--- config.mk ---
export PLATFORM = sky130hd
export DESIGN_NAME = spi_host_regs
export DESIGN_NICKNAME = d
export VERILOG_FILES = /design/src/rtl/spi_host_pkg.sv /design/src/rtl/byte_fifo.sv /design/src/rtl/xfer_engine.sv /design/src/rtl/spi_host_regs.sv
export SDC_FILE = /design/constraint.sdc
export NUM_CORES = 1
export LEC_CHECK = 0
export BUFFER_PORTS_ARGS = -buffer_cell sky130_fd_sc_hd__buf_2
export CAP_MARGIN = 20
export CORE_UTILIZATION = 25
export CTS_CLUSTER_DIAMETER = 40
export DETAILED_ROUTE_END_ITERATION = 12
export GPL_TIMING_DRIVEN = 0
export HOLD_SLACK_MARGIN = 0.15
export PLACE_DENSITY_LB_ADDON = 0.2
export SYNTH_ARGS = -nofsm -noshare
export SYNTH_HDL_FRONTEND = slang
export SYNTH_SLANG_ARGS = --single-unit
--- constraint.sdc ---
create_clock -name clk -period 15.45 [get_ports clk]
set_clock_uncertainty 0.2 [all_clocks]
set_input_delay 3.09 -clock clk [delete_from_list [all_inputs] [get_ports clk]]
set_output_delay 3.09 -clock clk [all_outputs]
set_load 0.05 [all_outputs]
--- src/rtl/spi_host_pkg.sv ---
package spi_host_pkg;

    localparam logic [7:0] OFF_CTRL = 8'h00;
    localparam logic [7:0] OFF_STAT = 8'h04;
    localparam logic [7:0] OFF_MASK = 8'h08;
    localparam logic [7:0] OFF_CMD  = 8'h0C;
    localparam logic [7:0] OFF_TXW  = 8'h10;
    localparam logic [7:0] OFF_RXW  = 8'h14;

    localparam logic [31:0] CTRL_BITS  = 32'hC000_3F3F;
    localparam logic [31:0] CTRL_RESET = 32'h0000_0403;
    localparam logic [31:0] MASK_BITS  = 32'h0000_0300;
    localparam logic [31:0] CMD_BITS   = 32'hC000_FFFF;

    typedef enum logic [1:0] {
        ST_IDLE,
        ST_SHIFT,
        ST_STALL
    } eng_state_t;

    function automatic logic [31:0] be_merge(input logic [31:0] old_v,
                                             input logic [31:0] new_v,
                                             input logic [3:0]  be);
        logic [31:0] r;
        for (int b = 0; b < 4; b++)
            r[8*b +: 8] = be[b] ? new_v[8*b +: 8] : old_v[8*b +: 8];
        return r;
    endfunction

endpackage

--- src/rtl/byte_fifo.sv ---
module byte_fifo #(
    parameter int DEPTH = 32,
    localparam int AW = $clog2(DEPTH),
    localparam int CW = $clog2(DEPTH + 1)
) (
    input  logic          clk,
    input  logic          rst_n,
    input  logic          flush,
    input  logic [2:0]    push_n,
    input  logic [31:0]   push_data,
    input  logic [2:0]    pop_n,
    output logic [31:0]   peek,
    output logic [CW-1:0] count
);

    logic [7:0]    mem [DEPTH];
    logic [AW-1:0] wr_ptr, rd_ptr;

    always_ff @(posedge clk) begin
        for (int k = 0; k < 4; k++)
            if (!flush && k < int'(push_n))
                mem[wr_ptr + AW'(k)] <= push_data[31-8*k -: 8];
    end

    always_ff @(posedge clk or negedge rst_n) begin
        if (!rst_n) begin
            wr_ptr <= '0;
            rd_ptr <= '0;
            count  <= '0;
        end else if (flush) begin
            wr_ptr <= '0;
            rd_ptr <= '0;
            count  <= '0;
        end else begin
            wr_ptr <= wr_ptr + AW'(push_n);
            rd_ptr <= rd_ptr + AW'(pop_n);
            count  <= count + CW'(push_n) - CW'(pop_n);
        end
    end

    for (genvar k = 0; k < 4; k++) begin : g_peek
        assign peek[31-8*k -: 8] = (int'(count) > k) ? mem[rd_ptr + AW'(k)] : 8'h00;
    end

    // occupancy stays within the storage
    a_r11_no_overflow: assert property (@(posedge clk) disable iff (!rst_n)
        int'(count) <= DEPTH);
    // the caller never asks for more bytes than are held
    a_r4_no_underflow: assert property (@(posedge clk) disable iff (!rst_n)
        !flush |-> CW'(pop_n) <= count);
    // a push only arrives when it fits
    a_r3_push_fits: assert property (@(posedge clk) disable iff (!rst_n)
        (push_n != 3'd0 && !flush) |-> int'(count) + int'(push_n) <= DEPTH);

endmodule

--- src/rtl/xfer_engine.sv ---
module xfer_engine
    import spi_host_pkg::*;
#(
    parameter int NUM_SEL = 4,
    parameter int LEN_W   = 16,
    localparam int SW = (NUM_SEL > 1) ? $clog2(NUM_SEL) : 1
) (
    input  logic               clk,
    input  logic               rst_n,
    input  logic               enable,
    input  logic               loopback,
    input  logic               start,
    input  logic [LEN_W-1:0]   start_len,
    input  logic [SW-1:0]      start_sel,
    input  logic               tx_avail,
    input  logic               rx_room,
    input  logic [7:0]         tx_byte,
    input  logic [7:0]         ser_in,
    output logic               tx_pop,
    output logic               rx_push,
    output logic [7:0]         rx_byte,
    output logic [7:0]         ser_out,
    output logic               ser_out_valid,
    output logic               idle,
    output logic [NUM_SEL-1:0] sel_n
);

    eng_state_t       state_q, state_d;
    logic [LEN_W-1:0] rem_q;
    logic [SW-1:0]    sel_q;
    logic             move;

    assign move = (state_q == ST_SHIFT) && tx_avail && rx_room;

    always_ff @(posedge clk or negedge rst_n) begin
        if (!rst_n) state_q <= ST_IDLE;
        else        state_q <= state_d;
    end

    always_comb begin
        state_d = state_q;
        if (!enable) begin
            state_d = ST_IDLE;
        end else begin
            unique case (state_q)
                ST_IDLE:  if (start) state_d = ST_SHIFT;
                ST_SHIFT: begin
                    if (move && rem_q == '0) state_d = ST_IDLE;
                    else if (!move)          state_d = ST_STALL;
                end
                ST_STALL: if (tx_avail && rx_room) state_d = ST_SHIFT;
                default:  state_d = ST_IDLE;
            endcase
        end
    end

    always_ff @(posedge clk or negedge rst_n) begin
        if (!rst_n) begin
            rem_q <= '0;
            sel_q <= '0;
        end else if (start && state_q == ST_IDLE) begin
            rem_q <= start_len;
            sel_q <= start_sel;
        end else if (move && rem_q != '0) begin
            rem_q <= rem_q - 1'b1;
        end
    end

    always_comb begin
        tx_pop        = move;
        rx_push       = move;
        rx_byte       = loopback ? tx_byte : ser_in;
        ser_out       = tx_byte;
        ser_out_valid = move;
        idle          = (state_q == ST_IDLE);
        sel_n         = '1;
        if (state_q != ST_IDLE) sel_n[sel_q] = 1'b0;
    end

    // at most one select is driven
    a_r8_one_select: assert property (@(posedge clk) disable iff (!rst_n)
        $onehot0(~sel_n));
    // disabling releases every select on the next cycle
    a_r10_release: assert property (@(posedge clk) disable iff (!rst_n)
        !enable |=> sel_n == '1);

endmodule

--- src/rtl/spi_host_regs.sv ---
module spi_host_regs
    import spi_host_pkg::*;
#(
    parameter int FIFO_DEPTH = 32,
    parameter int NUM_SEL    = 4,
    parameter int LEN_W      = 16,
    localparam int CW = $clog2(FIFO_DEPTH + 1),
    localparam int SW = (NUM_SEL > 1) ? $clog2(NUM_SEL) : 1
) (
    input  logic               clk,
    input  logic               rst_n,
    input  logic               bus_wr,
    input  logic               bus_rd,
    input  logic [7:0]         bus_addr,
    input  logic [3:0]         bus_be,
    input  logic [31:0]        bus_wdata,
    output logic [31:0]        bus_rdata,
    output logic               irq,
    input  logic [7:0]         ser_in,
    output logic [7:0]         ser_out,
    output logic               ser_out_valid,
    output logic [NUM_SEL-1:0] sel_n
);

    logic [31:0]   ctrl_q, mask_q, cmd_q, cmd_next;
    logic [31:0]   sel_word [NUM_SEL];
    logic          ev_rx_q, ev_tx_q;
    logic          ctl_en, ctl_loop;
    logic [5:0]    tx_thr, rx_thr;
    logic [CW-1:0] tx_cnt, rx_cnt, tx_free;
    logic [31:0]   tx_peek, rx_peek;
    logic [2:0]    tx_push_n, tx_pop_n, rx_push_n, rx_pop_n, rx_want;
    logic          tx_pop, rx_push, eng_idle, one_byte, start;
    logic [7:0]    rx_byte;
    logic          sel_hit, set_rx, set_tx, stat_wr;
    logic [SW-1:0] sel_idx;

    assign ctl_en   = ctrl_q[31];
    assign ctl_loop = ctrl_q[30];
    assign tx_thr   = ctrl_q[13:8];
    assign rx_thr   = ctrl_q[5:0];
    assign tx_free  = CW'(FIFO_DEPTH) - tx_cnt;
    assign one_byte = ($countones(bus_be) == 1);
    assign sel_hit  = (bus_addr[7:4] == 4'h2) && (bus_addr[1:0] == 2'b00);
    assign sel_idx  = bus_addr[SW+1:2];
    assign cmd_next = be_merge(cmd_q, bus_wdata, bus_be) & CMD_BITS;
    assign start    = bus_wr && bus_addr == OFF_CMD && ctl_en && eng_idle;
    assign stat_wr  = bus_wr && bus_addr == OFF_STAT;

    always_ff @(posedge clk or negedge rst_n) begin
        if (!rst_n) begin
            ctrl_q <= CTRL_RESET;
            mask_q <= '0;
            cmd_q  <= '0;
        end else if (bus_wr) begin
            if (bus_addr == OFF_CTRL)
                ctrl_q <= be_merge(ctrl_q, bus_wdata, bus_be) & CTRL_BITS;
            if (bus_addr == OFF_MASK)
                mask_q <= be_merge(mask_q, bus_wdata, bus_be) & MASK_BITS;
            if (bus_addr == OFF_CMD && ctl_en)
                cmd_q <= cmd_next;
        end
    end

    for (genvar g = 0; g < NUM_SEL; g++) begin : g_selword
        always_ff @(posedge clk or negedge rst_n) begin
            if (!rst_n)
                sel_word[g] <= '0;
            else if (bus_wr && sel_hit && sel_idx == SW'(g))
                sel_word[g] <= be_merge(sel_word[g], bus_wdata, bus_be);
        end
    end

    // status flags: a set condition wins over a clear
    assign set_rx = ctl_en && (rx_cnt > CW'(rx_thr));
    assign set_tx = ctl_en && (tx_free >= CW'(tx_thr));

    always_ff @(posedge clk or negedge rst_n) begin
        if (!rst_n) begin
            ev_rx_q <= 1'b0;
            ev_tx_q <= 1'b0;
        end else begin
            if (set_rx)                                   ev_rx_q <= 1'b1;
            else if (stat_wr && bus_be[1] && bus_wdata[9]) ev_rx_q <= 1'b0;
            if (set_tx)                                   ev_tx_q <= 1'b1;
            else if (stat_wr && bus_be[1] && bus_wdata[8]) ev_tx_q <= 1'b0;
        end
    end

    assign irq = (ev_rx_q && mask_q[9]) || (ev_tx_q && mask_q[8]);

    // FIFO request sizing
    assign tx_push_n = (bus_wr && bus_addr == OFF_TXW && bus_be == 4'hF &&
                        tx_free >= CW'(4)) ? 3'd4 : 3'd0;
    assign tx_pop_n  = tx_pop ? 3'd1 : 3'd0;
    assign rx_push_n = rx_push ? 3'd1 : 3'd0;
    assign rx_want   = one_byte ? 3'd1 : 3'd4;
    assign rx_pop_n  = !(bus_rd && bus_addr == OFF_RXW) ? 3'd0 :
                       (CW'(rx_want) > rx_cnt) ? rx_cnt[2:0] : rx_want;

    byte_fifo #(.DEPTH(FIFO_DEPTH)) u_txq (
        .clk(clk), .rst_n(rst_n), .flush(!ctl_en),
        .push_n(tx_push_n), .push_data(bus_wdata),
        .pop_n(tx_pop_n), .peek(tx_peek), .count(tx_cnt));

    byte_fifo #(.DEPTH(FIFO_DEPTH)) u_rxq (
        .clk(clk), .rst_n(rst_n), .flush(!ctl_en),
        .push_n(rx_push_n), .push_data({rx_byte, 24'h0}),
        .pop_n(rx_pop_n), .peek(rx_peek), .count(rx_cnt));

    xfer_engine #(.NUM_SEL(NUM_SEL), .LEN_W(LEN_W)) u_eng (
        .clk(clk), .rst_n(rst_n), .enable(ctl_en), .loopback(ctl_loop),
        .start(start), .start_len(cmd_next[LEN_W-1:0]),
        .start_sel(cmd_next[31 -: SW]),
        .tx_avail(tx_cnt != '0), .rx_room(rx_cnt != CW'(FIFO_DEPTH)),
        .tx_byte(tx_peek[31:24]), .ser_in(ser_in),
        .tx_pop(tx_pop), .rx_push(rx_push), .rx_byte(rx_byte),
        .ser_out(ser_out), .ser_out_valid(ser_out_valid),
        .idle(eng_idle), .sel_n(sel_n));

    always_comb begin
        bus_rdata = '0;
        if (sel_hit && int'(sel_idx) < NUM_SEL) begin
            bus_rdata = sel_word[sel_idx];
        end else begin
            unique case (bus_addr)
                OFF_CTRL: bus_rdata = ctrl_q;
                OFF_STAT: bus_rdata = {2'b00, 6'(rx_cnt), 2'b00, 6'(tx_cnt),
                                       6'b0, ev_rx_q, ev_tx_q, 8'h00};
                OFF_MASK: bus_rdata = mask_q;
                OFF_CMD:  bus_rdata = cmd_q;
                OFF_RXW:  bus_rdata = one_byte ? {24'h0, rx_peek[31:24]} : rx_peek;
                default:  bus_rdata = '0;
            endcase
        end
    end

    // disabled means both FIFOs are empty one cycle later
    a_r10_flush: assert property (@(posedge clk) disable iff (!rst_n)
        !ctl_en |=> (tx_cnt == '0 && rx_cnt == '0));
    // an over-threshold receive count leaves the flag set
    a_r6_rx_flag: assert property (@(posedge clk) disable iff (!rst_n)
        set_rx |=> ev_rx_q);
    // no interrupt without some mask bit
    a_r7_needs_mask: assert property (@(posedge clk) disable iff (!rst_n)
        irq |-> (mask_q[9] || mask_q[8]));
    // partial transmit writes leave the count unchanged when idle
    a_r3_partial_drop: assert property (@(posedge clk) disable iff (!rst_n)
        (bus_wr && bus_addr == OFF_TXW && bus_be != 4'hF && eng_idle && ctl_en)
        |=> tx_cnt == $past(tx_cnt));
    // a single-lane read removes one byte
    a_r5_byte_pop: assert property (@(posedge clk) disable iff (!rst_n)
        (bus_rd && bus_addr == OFF_RXW && one_byte && rx_cnt != '0 &&
         !rx_push && ctl_en) |=> rx_cnt == $past(rx_cnt) - 1'b1);

endmodule

======== Word level (Yosys, flattened, before mapping) ========
Memories as Yosys holds them, arrays and structs flattened.
Index checks and enable logic that the tools add are counted.
storage, ports and cells
  register bits ........................... 216
  bits in writable memories ............... 512
  input port bits ......................... 56
  output and inout bits ................... 46
  word-level logic and storage cells ...... 235
  memories kept ........................... 2
operators by class
  add/subtract/negate cells ............... 22
  order comparisons ....................... 20
  eq/ne operators ......................... 17
  mux-type cells .......................... 66
  bitwise operators ....................... 2
  reduce and logical (&&, ||, !) cells .... 74
memories
  memory     depth  width  read ports  clocked after memory_dff  write ports  line             text
  u_rxq.mem  32     8      4           0                         1            byte_fifo.sv:16  logic [7:0] mem [DEPTH];
  u_txq.mem  32     8      1           0                         4            byte_fifo.sv:16
operators with widths
  cell                                                                   number
  32-bit one-hot mux with 5 select lines                                 1
  32-bit two-way mux                                                     4
  8-bit two-way mux                                                      12
  32-bit binary-select mux with 2-bit select                             1
  1-bit logical AND                                                      37
  5-bit two-way mux                                                      7
  2-bit AND reduction                                                    17
  16-bit two-way mux                                                     2
  5-bit by 2-bit adder with 5-bit output (second input constant)         6
  1-bit two-way mux                                                      25
  8-bit OR reduction                                                     3
  6-bit by 1-bit > comparator with 1-bit output (second input constant)  3
  8-bit by 4-bit == test with 1-bit output (second input constant)       2
  8-bit by 5-bit == test with 1-bit output (second input constant)       2
  16-bit zero test                                                       1
  16-bit nonzero test                                                    1
  16-bit by 1-bit subtractor with 16-bit output (second input constant)  1
  5-bit by 1-bit adder with 5-bit output (second input constant)         3
  3-bit AND reduction                                                    5
  6-bit by 2-bit > comparator with 1-bit output (second input constant)  2
  3-bit two-way mux                                                      4
  6-bit two-way mux                                                      2
  5-bit by 1-bit adder with 5-bit output                                 2
  5-bit by 3-bit adder with 5-bit output                                 2
  other kinds (38)                                                       56

======== Depth between registers and ports, before layout ========
Gate-level depths: netlist of the first run.
  depth in word-level cells ............... 12
  mapped depth ............................ 26
  depth with buffers taken out ............ 23

======== Cells and area by module ========
Synthesis of the first run repeated with hierarchy kept, for this count alone.
second synthesis, totals
  cell total of the unflattened synthesis .. 5940
  area, all modules ....................... 63649.8 µm²
by module, submodules not included
  module              instances  cells each  area an instance (µm²)  sequential area each (µm²)
  byte_fifo at u_rxq  1          2713        27348.7                 8087.8
  byte_fifo at u_txq  1          2437        26243.9                 8087.8
  spi_host_regs       1          638         8709.6                  4107.7
  xfer_engine         1          152         1347.5                  500.5

======== Worst setup path before layout of the first run ========
Ideal clock, no wire load.
  kind .................................... input to output
  from .................................... in bus_be[1]
  to ...................................... out bus_rdata[14]
  arrival ................................. 6.764 ns
  data required time ...................... 12.160 ns
  setup slack ............................. 5.396 ns
  stages on the path ...................... 13
  buffers on the path ..................... 3
  cells stage by stage .................... clkbuf_1 > clkbuf_1 > inv_1 > fa_1 > inv_1 > ha_1 > ha_1 > nor2_1 > and2_1 > clkbuf_1 > nor2_4 > o311ai_2 > o31ai_1
between the ends
  cells in the longest elaborated chain, start to end .. 6
ends and longest elaborated chain
  what                                                          line                  text
  from (decl)                                                   spi_host_regs.sv:15   input logic [3:0] bus_be,
  1-bit by 1-bit adder with 2-bit output (not written as such)  spi_host_regs.sv:43   assign one_byte = ($countones(bus_be) == 1);
  2-bit by 2-bit adder with 3-bit output (not written as such)  spi_host_regs.sv:43
  3-bit by 1-bit == test with 1-bit output                      spi_host_regs.sv:43
  32-bit two-way mux                                            spi_host_regs.sv:132  OFF_RXW: bus_rdata = one_byte ? {24'h0, rx_peek[31:24]} : rx_peek;
  32-bit one-hot mux with 5 select lines                        spi_host_regs.sv:126  unique case (bus_addr)
  32-bit two-way mux                                            spi_host_regs.sv:123  if (sel_hit && int'(sel_idx) < NUM_SEL) begin
  to (decl)                                                     spi_host_regs.sv:17   output logic [31:0] bus_rdata,
Every way passes these cells.

======== Worst setup path in the final report of the first run ========
  from .................................... in bus_be[1]
  to ...................................... out bus_rdata[15]
Same word-level chain as after synthesis.

==> Implementation_results.wiki, run 1 <==
{| class="wikitable"
! Metric !! Value
|-
| Min-Delay Path Depth || 1
|-
| Post-Syn Area || between 0.03 and 0.04 sq mm
|-
| First-pass detailed-route iteration total || 6
|-
| Synthesized area divided by synthesized cell count || between 15 and 20 sq um
|-
| Via count of the first global-routing pass || around 27k
|-
| All-layer global routing usage || 0.203
|-
| Number of slew-limit violations in the final report || 0
|-
| Post-layout minimum cycle time || about 12 ns
|-
| Buffer type at the clock tree root || sky130_fd_sc_hd__clkbuf_16
|-
| Worst reg2reg startpoint || u_txq.rd_ptr[1]$_DFF_PN0_
|-
| Depth of the worst register-to-register path || 7
|-
| Post-detailed-placement half-perimeter wirelength || 124,000 um
|-
| Final setup TNS || 0 ns
|-
| Data required time at the worst endpoint || 12.16 ns
|-
| Min-Delay Startpoint || sel_word[56]$_DFFE_PN0P_
|-
| Number of antenna violations at the first check in global routing || 14
|-
| Switching fraction of total power || 0.234
|-
| Count of clock tree sinks || about 730
|-
| Async set-or-reset flop fraction in the synthesized netlist || 0.295
|-
| Wirelength per Cell || approximately 33 um
|-
| Global route total overflow || 0
|-
| Count of buffers added by post-CTS timing repair for setup || 0
|-
| Count of yosys warnings during synthesis || 0
|-
| Number of buffers created by CTS || approximately 140
|-
| Count of flip-flops with a built-in enable after synthesis || just over 500
|-
| Count of different cell masters after synthesis || 80
|-
| Post-detailed-route count of antenna-violating nets || 0
|-
| Number of H-tree levels || 4
|-
| Internal Power || approximately 4.2 mW
|-
| Dominant cells by area after synthesis || sky130_fd_sc_hd__edfxtp_1, sky130_fd_sc_hd__mux4_2, sky130_fd_sc_hd__dfrtp_1
|-
| Sort of element at the start of the critical path || input port
|-
| Total detailed-routing wirelength || around 160,000 um
|-
| Share of the clock period used by the worst path after layout || 0.776
|-
| P per Cell Area || between 100 and 150 mW/mm^2
|-
| Maximum clock frequency || approximately 83 MHz
|-
| Kind of end point of the critical path || output pin
|-
| Hold WC Path Type || flip-flop to flip-flop
|-
| Fin nets || around 3.0k
|-
| Via count normalized by instance count || ~5.3
|-
| End point of the worst hold path || sel_word[56]$_DFFE_PN0P_
|-
| Largest area contributor in the netlist || sky130_fd_sc_hd__edfxtp_1
|-
| Ordered cell list for the critical path || buf_2, clkbuf_1, clkbuf_1, inv_1, fa_1, inv_1, ha_1, ha_1, nor2_1, and2_1, clkbuf_1, nor2_4, o311ai_2, nor2_4, a222oi_1, nand2_1, buf_2
|-
| Setup slack of the most critical reg-to-reg path || ~9.9 ns
|-
| Final weighted congestion in routability-driven placement || between 0.9 and 1
|-
| Worst Setup Path Type || input port to output pin
|-
| Proportion of power drawn by flip-flops and latches || 0.389
|-
| Die area || ~0.16 sq mm
|-
| Combined area of the multi-input logic cells || ~0.018 sq mm
|-
| Number of vias after detailed routing || around 27k
|-
| Most instantiated flip-flop cell in the synthesis netlist || sky130_fd_sc_hd__edfxtp_1
|-
| Synthesized net count || 2,679
|-
| Biggest cell delay along the critical path || a little under 1 ns
|-
| Leakage power of the design || between 15 and 20 nW
|-
| Final-report setup violation count || 0
|-
| Clk pwr share || 0.579
|-
| Reg2Reg Capture Point || u_rxq.mem[17][4]$_DFFE_PP_
|-
| Commonest cells after routing, fill and taps aside || sky130_fd_sc_hd__edfxtp_1, sky130_fd_sc_hd__mux2_2, sky130_fd_sc_hd__mux4_2, sky130_fd_sc_hd__dfrtp_1, sky130_fd_sc_hd__buf_2
|-
| Core Footprint || between 0.15 and 0.2 sq mm
|-
| Unrepaired setup endpoints after global routing || no
|-
| Combinational share of power || 0.031
|-
| Maximum number of pins on one net before global-route repair || 87
|-
| Dominant delay contributor by cell family on the critical path || buffers and inverters
|-
| Iter 0 DRT Violations || between 3k and 4k
|-
| Storage element area || between 0.02 and 0.025 sq mm
|-
| PostCTS Resize Cnt || 0
|-
| Biggest fanout along the worst timing path || 10
|-
| IO Pins || between 100 and 150
|-
| Clock latency of the later-clocked register in the worst-skew pair || approximately 0.79 ns
|-
| Power Total || around 5.4 mW
|-
| Global-route wire length before repair || ~230,000 um
|-
| Fraction of layout cells with a size suffix above 1 || 0.413
|-
| Clock tree buffer depth || 3
|-
| Endpoint arrival time on the critical path || slightly below 9 ns
|-
| Result of the run || completed
|-
| # hold bufs at CTS || 0
|-
| Area Overhead vs Synth || 21.9%
|-
| Filler cells || roughly 16k
|-
| Critical path's slowest cell || sky130_fd_sc_hd__a222oi_1
|-
| CTS tree || built
|-
| Maximum vdd ir drop || slightly below 0.00008 V
|-
| Most frequent CP cell || sky130_fd_sc_hd__clkbuf_1
|-
| Combined buffer and inverter count along the critical path || 7
|-
| Normalized max-slew margin || 0.154
|-
| Die extent in x || about 400 um
|-
| Final number of hold-violating endpoints || 0
|-
| Effective utilization at floorplan || 0.252
|-
| Chip height || roughly 400 um
|-
| Psw || approximately 1.3 mW
|-
| Total of max-cap violations || 0
|-
| Clk slew on worst S/H paths || 0.05 ns
|-
| Count of port buffers added during placement || 93
|-
| Pin slew with the least headroom to its limit || roughly 1.3 ns
|-
| Share of Yosys cell area claimed by the top area cell type || 0.385
|-
| Post-Synthesis Cells || roughly 2.6k
|-
| Commonest non-fill, non-tap cell in the layout || sky130_fd_sc_hd__edfxtp_1
|-
| Synthesized flop and latch total || between 700 and 800
|-
| Row cnt || roughly 150
|-
| Sequential area share after synthesis || 0.520
|-
| DRC || 0
|}
==> through the flow <==
stage	setup WS [ns]	cell area, sq um	util	hold WS [ns]	instances
floorplan	5.40	39900	-	0.259	2567
global route	3.18	48600	0.307	0.305	5056
CTS	3.52	48600	0.307	0.288	5050
finish	3.47	48600	0.307	0.287	5058
detailed placement	3.76	43700	0.276	0.277	4789
global placement	3.74	43000	0.271	0.269	4732
==> layer usage <==
| layer | vias to the layer above | global-route usage | wire length [um] |
|---|---|---|---|
| li1 | 10908 | - | - |
| met4 | 6 | 0.0720 | 5300 |
| met3 | 250 | 0.0435 | 11600 |
| met5 | - | 0 | 48 |
| met1 | 14212 | 0.277 | 72300 |
| met2 | 1282 | 0.315 | 75700 |
==> worst max-delay path by stage <==
stage | startpoint | to | slack, ns | depth (start not counted)
finish | bus_be[1] | bus_rdata[15] | 3.47 | 17
global route | bus_be[1] | bus_rdata[15] | 3.18 | 17
floorplan | bus_be[1] | bus_rdata[14] | 5.40 | 13
CTS | u_rxq.rd_ptr[0]$_DFF_PN0_ | bus_rdata[3] | 3.52 | 18
global placement | bus_be[1] | bus_rdata[15] | 3.74 | 17
detailed placement | bus_be[1] | bus_rdata[15] | 3.76 | 17
==> power by group through the flow <==
stage	clock, mW	sequential [mW]	combinational [mW]
4_1_cts	3.20	2.11	0.173
2_1_floorplan	0	2.14	0.0822
5_1_grt	3.28	2.11	0.183
3_5_place_dp	0	2.14	0.172
3_3_place_gp	0	2.14	0.169
6_report	3.14	2.11	0.171
==> kinds of logic after synthesis <==
| family | after synthesis | share of synthesized area |
|---|---|---|
| muxes | 827 | 0.328 |
| DFF | 726 | 0.520 |
| and+or+nand+nor | 397 | 0.0538 |
| buffers and inverters | 284 | 0.0307 |
| AOI/OAI and AO/OA | 240 | 0.0417 |
| adders and majority gates | 56 | 0.0183 |
| xor gates and xnor gates | 37 | 0.00812 |
==> worst register-to-register path: cells and delay by family, from the launching register on <==
kind / cells / cell delay (ns)
flip-flops: 1 / 0.43
buffers and inverters: 2 / 1.64
multiplexers: 4 / 1.83
AND/OR/NAND/NOR: 1 / 1.04
==> Yosys cell counts, types with 35 or more instances <==
cell and count:
sky130_fd_sc_hd__mux2i_1 111, sky130_fd_sc_hd__clkbuf_1 129, sky130_fd_sc_hd__edfxtp_1 512, sky130_fd_sc_hd__mux4_2 343, sky130_fd_sc_hd__nand2_1 127, sky130_fd_sc_hd__a21oi_1 57
sky130_fd_sc_hd__a22oi_1 38, sky130_fd_sc_hd__inv_1 57, sky130_fd_sc_hd__mux2_2 359, sky130_fd_sc_hd__dfrtp_1 211, sky130_fd_sc_hd__and2_1 35, sky130_fd_sc_hd__buf_2 60
sky130_fd_sc_hd__nor2_1 80, sky130_fd_sc_hd__ha_1 52
==> sequential cells by signal (all words and copies together) (netlist names) <==
register / count
ev_rx_q: 1
mask_q: 2
u_txq.count: 6
u_txq.mem: 256
u_eng.state_q: 2
sel_word: 128
ev_tx_q: 1
u_eng.sel_q: 2
u_txq.wr_ptr: 3
u_txq.rd_ptr: 5
u_eng.rem_q: 16
u_rxq.count: 6
u_rxq.wr_ptr: 5
ctrl_q: 14
u_rxq.rd_ptr: 5
cmd_q: 18
u_rxq.mem: 256
==> layout make-up <==
cell class	count	share of cell area
flip-flops and latches	726	0.426
multi-input cells	1557	0.370
clock buffers	164	0.0786
well taps	2072	0.0533
repair buffers	154	0.0238
clock inverters	97	0.0222
plain buffers	225	0.0207
inverters	59	0.00455
diodes	4	0.000206
(Power assumes the default switching activity.)
==> run 2: changes to the inputs <==
- clock period: 15.45 -> 9.7 ns (I/O delays scaled with it)
==> Implementation_results.wiki, run 2 (synthesis gave the netlist of run 1 again) <==
{| class="wikitable"
! Metric !! Value
|-
| Proportion of power drawn by flip-flops and latches || 0.389
|-
| Hold WC Path Type || flip-flop to flip-flop
|-
| Worst Setup Path Type || flip-flop to output pin
|-
| Kind of end point of the critical path || output pin
|-
| Min-Delay Startpoint || sel_word[56]$_DFFE_PN0P_
|-
| # hold bufs at CTS || 0
|-
| Fraction of layout cells with a size suffix above 1 || 0.418
|-
| Global routing met1 resource utilization || 0.277
|-
| Global routing usage on met2 || 0.315
|-
| Normalized max-slew margin || 0.142
|-
| Total of max-cap violations || 0
|-
| Clk pwr share || 0.579
|-
| Count of clock tree sinks || 726
|-
| Combinational share of power || 0.031
|-
| Post-layout minimum cycle time || a little under 10 ns
|-
| DRC || 0
|-
| IO Pins || slightly above 100
|-
| Post-layout worst setup margin || 0.0416 ns
|-
| Count of port buffers added during placement || between 90 and 100
|-
| Effective utilization at floorplan || 0.252
|-
| Die area || about 0.16 sq mm
|-
| Post-detailed-route count of antenna-violating nets || 0
|-
| Maximum number of pins on one net before global-route repair || a little under 90
|-
| Post-layout instance count excluding filler cells || a little over 5k
|-
| Maximum vdd ir drop || between 0.0001 and 0.00015 V
|-
| Number of slew-limit violations in the final report || 0
|-
| Count of buffers added by post-CTS timing repair for setup || 0
|-
| Via count of the first global-routing pass || roughly 27k
|-
| Die extent in x || 402 um
|-
| Biggest fanout along the worst timing path || 10
|-
| Fin nets || 2,976
|-
| Depth of the worst register-to-register path || 7
|-
| Number of buffers created by CTS || approximately 140
|-
| Data required time at the worst endpoint || 7.56 ns
|-
| Row cnt || 146
|-
| Result of the run || completed
|-
| Via count normalized by instance count || ~5.3
|-
| Filler cells || between 15k and 20k
|-
| Final-report setup violation count || 0
|-
| Share of the clock period used by the worst path after layout || 0.996
|-
| Total detailed-routing wirelength || between 150,000 and 200,000 um
|-
| Global-route wire length before repair || approximately 230,000 um
|-
| Regs by FF count || u_rxq.mem: 256 flops, u_txq.mem: 256 flops, sel_word: 128 flops
|-
| Clock tree buffer depth || 3
|-
| Final setup TNS || 0 ns
|-
| All-layer global routing usage || 0.202
|-
| Clock latency of the later-clocked register in the worst-skew pair || between 0.7 and 0.8 ns
|-
| CP startpoint || u_rxq.rd_ptr[0]$_DFF_PN0_
|-
| Commonest non-fill, non-tap cell in the layout || sky130_fd_sc_hd__edfxtp_1
|-
| Core Footprint || 0.158 sq mm
|-
| Leakage power of the design || between 15 and 20 nW
|-
| Final weighted congestion in routability-driven placement || roughly 0.99
|-
| Pin slew with the least headroom to its limit || roughly 1.3 ns
|-
| Worst reg2reg startpoint || u_txq.rd_ptr[1]$_DFF_PN0_
|-
| Number of vias after detailed routing || approximately 27k
|-
| Endpoint arrival time on the critical path || 7.52 ns
|-
| Chip height || around 400 um
|-
| Clk slew on worst S/H paths || roughly 0.050 ns
|-
| Iter 0 DRT Violations || 3,036
|-
| Sort of element at the start of the critical path || flip-flop
|-
| Area Overhead vs Synth || 22.0%
|-
| Switching fraction of total power || 0.234
|-
| Most Used Layer, Global Route || met2
|-
| Commonest cells after routing, fill and taps aside || sky130_fd_sc_hd__edfxtp_1, sky130_fd_sc_hd__mux2_2, sky130_fd_sc_hd__mux4_2, sky130_fd_sc_hd__dfrtp_1, sky130_fd_sc_hd__buf_2
|-
| P per Cell Area || around 180 mW/mm^2
|-
| Final number of hold-violating endpoints || 0
|-
| CTS tree || built
|-
| Number of antenna violations at the first check in global routing || 14
|-
| Buffer type at the clock tree root || sky130_fd_sc_hd__clkbuf_16
|-
| Internal Power || 6.62 mW
|-
| Number of H-tree levels || 4
|-
| Post-detailed-placement half-perimeter wirelength || roughly 120,000 um
|-
| Number of instances in the placed design || roughly 4.8k
|-
| Unrepaired setup endpoints after global routing || no
|-
| Maximum clock frequency || between 100 and 150 MHz
|-
| Wirelength per Cell || 32.6 um
|-
| Min-Delay Path Depth || 1
|-
| Pre-CTS setup slack || -0.234 ns
|-
| Psw || 2.02 mW
|-
| Global route total overflow || 0
|-
| Met3 track utilization from global routing || 0.0434
|-
| First-pass detailed-route iteration total || 7
|}
[run 2: changes by cell type in the layout (fill, tap and decap cells not counted), sizes merged]
cell,previous run,this run
buf,249,246
clkdlybuf4s15,0,1
diode,4,6
[run 2: what timing repair did]
action                                  in CTS  in global routing
endpoints found under the hold margin        0                  0
pin swaps                                    0                  1
gates resized for setup                     15                  4
endpoints found under the setup margin      11                  2
[run 2: layout make-up]
class / count / area (sq um) / area share
flip-flops and latches: 726 / 20700 / 0.426
multi-input cells: 1557 / 18100 / 0.371
clock buffers: 164 / 3820 / 0.0785
well taps: 2072 / 2590 / 0.0532
repair buffers: 153 / 1140 / 0.0235
clock inverters: 97 / 1080 / 0.0221
plain buffers: 224 / 1020 / 0.0210
inverters: 59 / 223 / 0.00457
diodes: 6 / 15.0 / 0.000308
[run 2: final timing paths]
kind / slack, ns / end
worst max-delay path: 0.04 / bus_rdata[5]
worst min-delay path: 0.29 / sel_word[56]$_DFFE_PN0P_
worst max register to register: 4.18 / u_rxq.mem[17][4]$_DFFE_PP_
worst min register to register: 0.29 / sel_word[56]$_DFFE_PN0P_
max in group asynchronous: 7.27 / ctrl_q[0]$_DFFE_PN1P_
min in group asynchronous: 0.85 / u_eng.rem_q[3]$_DFFE_PN0P_
[run 2: metrics by stage]
step                      utilization  power, mW  cell area, sq um  hold WS (ns)
after floorplan                     -       3.54             39900         0.259
after global placement          0.271       3.69             43000         0.269
after detailed placement        0.276       3.69             43700         0.277
after CTS                       0.307       8.73             48600         0.288
after global routing            0.307       8.87             48700         0.305
final                           0.307       8.63             48700         0.290
[run 2: layer usage]
layer  vias up  share of wire
met2      1278           0.46
met4         6          0.033
li1      10905              -
met1     14225           0.44
met5         -        0.00025
met3       272          0.072
[run 2: worst max-delay path: stages, from the launching register on]
cell                       delay, ns
sky130_fd_sc_hd__dfrtp_1        0.45
sky130_fd_sc_hd__buf_2          0.38
sky130_fd_sc_hd__buf_4          0.34
sky130_fd_sc_hd__buf_4          0.31
sky130_fd_sc_hd__buf_2          0.44
sky130_fd_sc_hd__clkinv_2       0.28
sky130_fd_sc_hd__clkbuf_2       0.42
sky130_fd_sc_hd__ha_1           0.41
sky130_fd_sc_hd__buf_2          0.25
sky130_fd_sc_hd__buf_4          0.33
sky130_fd_sc_hd__buf_4          0.38
sky130_fd_sc_hd__buf_2          0.38
sky130_fd_sc_hd__buf_8          0.22
sky130_fd_sc_hd__mux4_2         0.33
sky130_fd_sc_hd__mux2i_2        0.36
sky130_fd_sc_hd__o21ai_0        0.13
sky130_fd_sc_hd__o32ai_1        0.37
sky130_fd_sc_hd__nand3_1        0.48
sky130_fd_sc_hd__buf_2          0.40
[run 2: power groups by stage]
stage / clock, mW / sequential [mW] / combinational [mW]
after global placement: 0 / 3.42 / 0.269
after CTS: 5.09 / 3.36 / 0.276
after floorplan: 0 / 3.41 / 0.131
after detailed placement: 0 / 3.42 / 0.275
after global routing: 5.22 / 3.36 / 0.292
final: 5.00 / 3.36 / 0.272
==> run 3: changes to the inputs <==
- CELL_PAD_IN_SITES_DETAIL_PLACEMENT: default -> 2
- CELL_PAD_IN_SITES_GLOBAL_PLACEMENT: default -> 2
==> Implementation_results.wiki, run 3 (synthesis gave the netlist of run 1 again) <==
{| class="wikitable"
! Metric !! Value
|-
| Chip height || approximately 400 um
|-
| Hold WC Path Type || flip-flop to flip-flop
|-
| Clock tree buffer depth || 3
|-
| Normalized max-slew margin || 0.174
|-
| Global route total overflow || 0
|-
| Number of buffers created by CTS || between 150 and 200
|-
| Biggest fanout along the worst timing path || 10
|-
| Number of antenna violations at the first check in global routing || 20
|-
| Clk slew on worst S/H paths || roughly 0.05 ns
|-
| Wirelength per Cell || between 30 and 40 um
|-
| Row cnt || 146
|-
| Maximum vdd ir drop || 0.000179 V
|-
| Total detailed-routing wirelength || ~180,000 um
|-
| Count of buffers added by post-CTS timing repair for setup || 0
|-
| DRC || 0
|-
| Filler cells || approximately 16k
|-
| Area Overhead vs Synth || 23.9%
|-
| Via count of the first global-routing pass || approximately 30k
|-
| Number of slew-limit violations in the final report || 0
|-
| Regs by FF count || u_rxq.mem: 256 flops, u_txq.mem: 256 flops, sel_word: 128 flops
|-
| Fraction of layout cells with a size suffix above 1 || 0.426
|-
| Maximum clock frequency || approximately 110 MHz
|-
| Power Total || around 9 mW
|-
| Clock latency of the later-clocked register in the worst-skew pair || about 0.80 ns
|-
| Post-detailed-placement half-perimeter wirelength || around 140,000 um
|-
| Result of the run || completed
|-
| CTS tree || built
|-
| Commonest cells after routing, fill and taps aside || sky130_fd_sc_hd__edfxtp_1, sky130_fd_sc_hd__mux2_2, sky130_fd_sc_hd__mux4_2, sky130_fd_sc_hd__dfrtp_1, sky130_fd_sc_hd__clkbuf_16
|-
| Iter 0 DRT Violations || 2,933
|-
| Number of H-tree levels || 4
|-
| Maximum number of pins on one net before global-route repair || a little over 80
|-
| Final-report setup violation count || 0
|-
| Kind of end point of the critical path || output pin
|-
| Worst Setup Path Type || input port to output pin
|-
| Pin slew with the least headroom to its limit || approximately 1.2 ns
|-
| Final setup TNS || 0 ns
|-
| Endpoint arrival time on the critical path || roughly 7.3 ns
|-
| Final weighted congestion in routability-driven placement || roughly 0.96
|-
| Core Footprint || about 0.16 sq mm
|-
| Pre-CTS setup slack || -0.466 ns
|-
| IO Pins || 102
|-
| Post-layout worst setup margin || between 0.2 and 0.3 ns
|-
| Leakage power of the design || about 18 nW
|-
| First-pass detailed-route iteration total || 5
|-
| Effective utilization at floorplan || 0.252
|-
| Global-route wire length before repair || between 200,000 and 300,000 um
|-
| Sort of element at the start of the critical path || input port
|-
| Number of vias after detailed routing || roughly 28k
|-
| Via count normalized by instance count || 5.41
|-
| All-layer global routing usage || 0.226
|-
| Post-layout minimum cycle time || between 9 and 10 ns
|-
| Data required time at the worst endpoint || ~7.6 ns
|-
| Buffer type at the clock tree root || sky130_fd_sc_hd__clkbuf_16
|-
| Die extent in x || 402 um
|-
| Post-layout instance count excluding filler cells || around 5.1k
|-
| Post-detailed-route count of antenna-violating nets || 0
|-
| Commonest non-fill, non-tap cell in the layout || sky130_fd_sc_hd__edfxtp_1
|-
| Fin nets || 3,005
|-
| Count of port buffers added during placement || 93
|-
| Count of clock tree sinks || approximately 730
|-
| Final number of hold-violating endpoints || 0
|-
| Die area || approximately 0.16 sq mm
|-
| Number of instances in the placed design || roughly 4.8k
|-
| P per Cell Area || 184 mW/mm^2
|-
| Total of max-cap violations || 0
|-
| Unrepaired setup endpoints after global routing || no
|-
| Share of the clock period used by the worst path after layout || 0.972
|}
==> run 3: worst max-delay path: stages <==
cell and delay (ns):
sky130_fd_sc_hd__buf_2 0.11, sky130_fd_sc_hd__clkbuf_1 0.55, sky130_fd_sc_hd__clkbuf_1 0.53, sky130_fd_sc_hd__inv_1 0.23, sky130_fd_sc_hd__fa_1 0.56, sky130_fd_sc_hd__inv_1 0.05
sky130_fd_sc_hd__ha_1 0.17, sky130_fd_sc_hd__ha_1 0.27, sky130_fd_sc_hd__nor2_1 0.04, sky130_fd_sc_hd__and2_1 0.24, sky130_fd_sc_hd__clkbuf_1 0.29, sky130_fd_sc_hd__clkinvlp_4 0.34
sky130_fd_sc_hd__nand2_1 0.26, sky130_fd_sc_hd__nor3_4 0.71, sky130_fd_sc_hd__a22oi_1 0.30, sky130_fd_sc_hd__nand2_1 0.33, sky130_fd_sc_hd__buf_2 0.33
==> run 3: worst paths after layout <==
kind | startpoint | to | slack, ns | cells past startpoint
worst max-delay path | bus_be[1] | bus_rdata[22] | 0.27 | 17
worst min-delay path | sel_word[56]$_DFFE_PN0P_ | sel_word[56]$_DFFE_PN0P_ | 0.29 | 1
worst max register to register | u_txq.rd_ptr[0]$_DFF_PN0_ | u_rxq.mem[8][1]$_DFFE_PP_ | 4.88 | 7
worst min register to register | sel_word[56]$_DFFE_PN0P_ | sel_word[56]$_DFFE_PN0P_ | 0.29 | 1
max in group asynchronous | rst_n | sel_word[113]$_DFFE_PN0P_ | 7.52 | 2
min in group asynchronous | rst_n | u_eng.rem_q[5]$_DFFE_PN0P_ | 0.90 | 1
==> run 3: metal layers <==
metal | up-vias | share of wire | global-route usage
met2 | 1154 | 0.48 | 0.367
met3 | 294 | 0.058 | 0.0409
met5 | - | 0.00044 | 0
li1 | 10961 | - | -
met1 | 15151 | 0.43 | 0.302
met4 | 12 | 0.034 | 0.0800
==> run 3: area by class of cell <==
type                    instances  area, sq um  area share
flip-flops and latches        726        20700       0.419
multi-input cells            1557        18100       0.366
clock buffers                 177         4030      0.0816
well taps                    2072         2590      0.0524
repair buffers                170         1380      0.0278
clock inverters               113         1340      0.0272
plain buffers                 224         1040      0.0211
inverters                      59          225     0.00456
diodes                          2         5.00    0.000101
==> run 3: where the power goes <==
part,total [mW],switching [mW],internal [mW]
clock,5.44,1.95,3.49
sequential,3.36,0.0107,3.35
combinational,0.288,0.200,0.0886
total,9.09,2.16,6.93
==> run 3: timing repair <==
action | 4_1_cts | 5_1_grt
hold buffers | 0 | 0
gates resized for setup | 24 | 3
endpoints found under the setup margin | 13 | 4
==> run 3: through the flow <==
step | hold WS (ns) | cell area, sq um | utilization
floorplan | 0.259 | 39900 | -
finish | 0.293 | 49400 | 0.312
detailed placement | 0.290 | 43900 | 0.277
global route | 0.316 | 49400 | 0.312
CTS | 0.299 | 49400 | 0.312
global placement | 0.274 | 43000 | 0.271
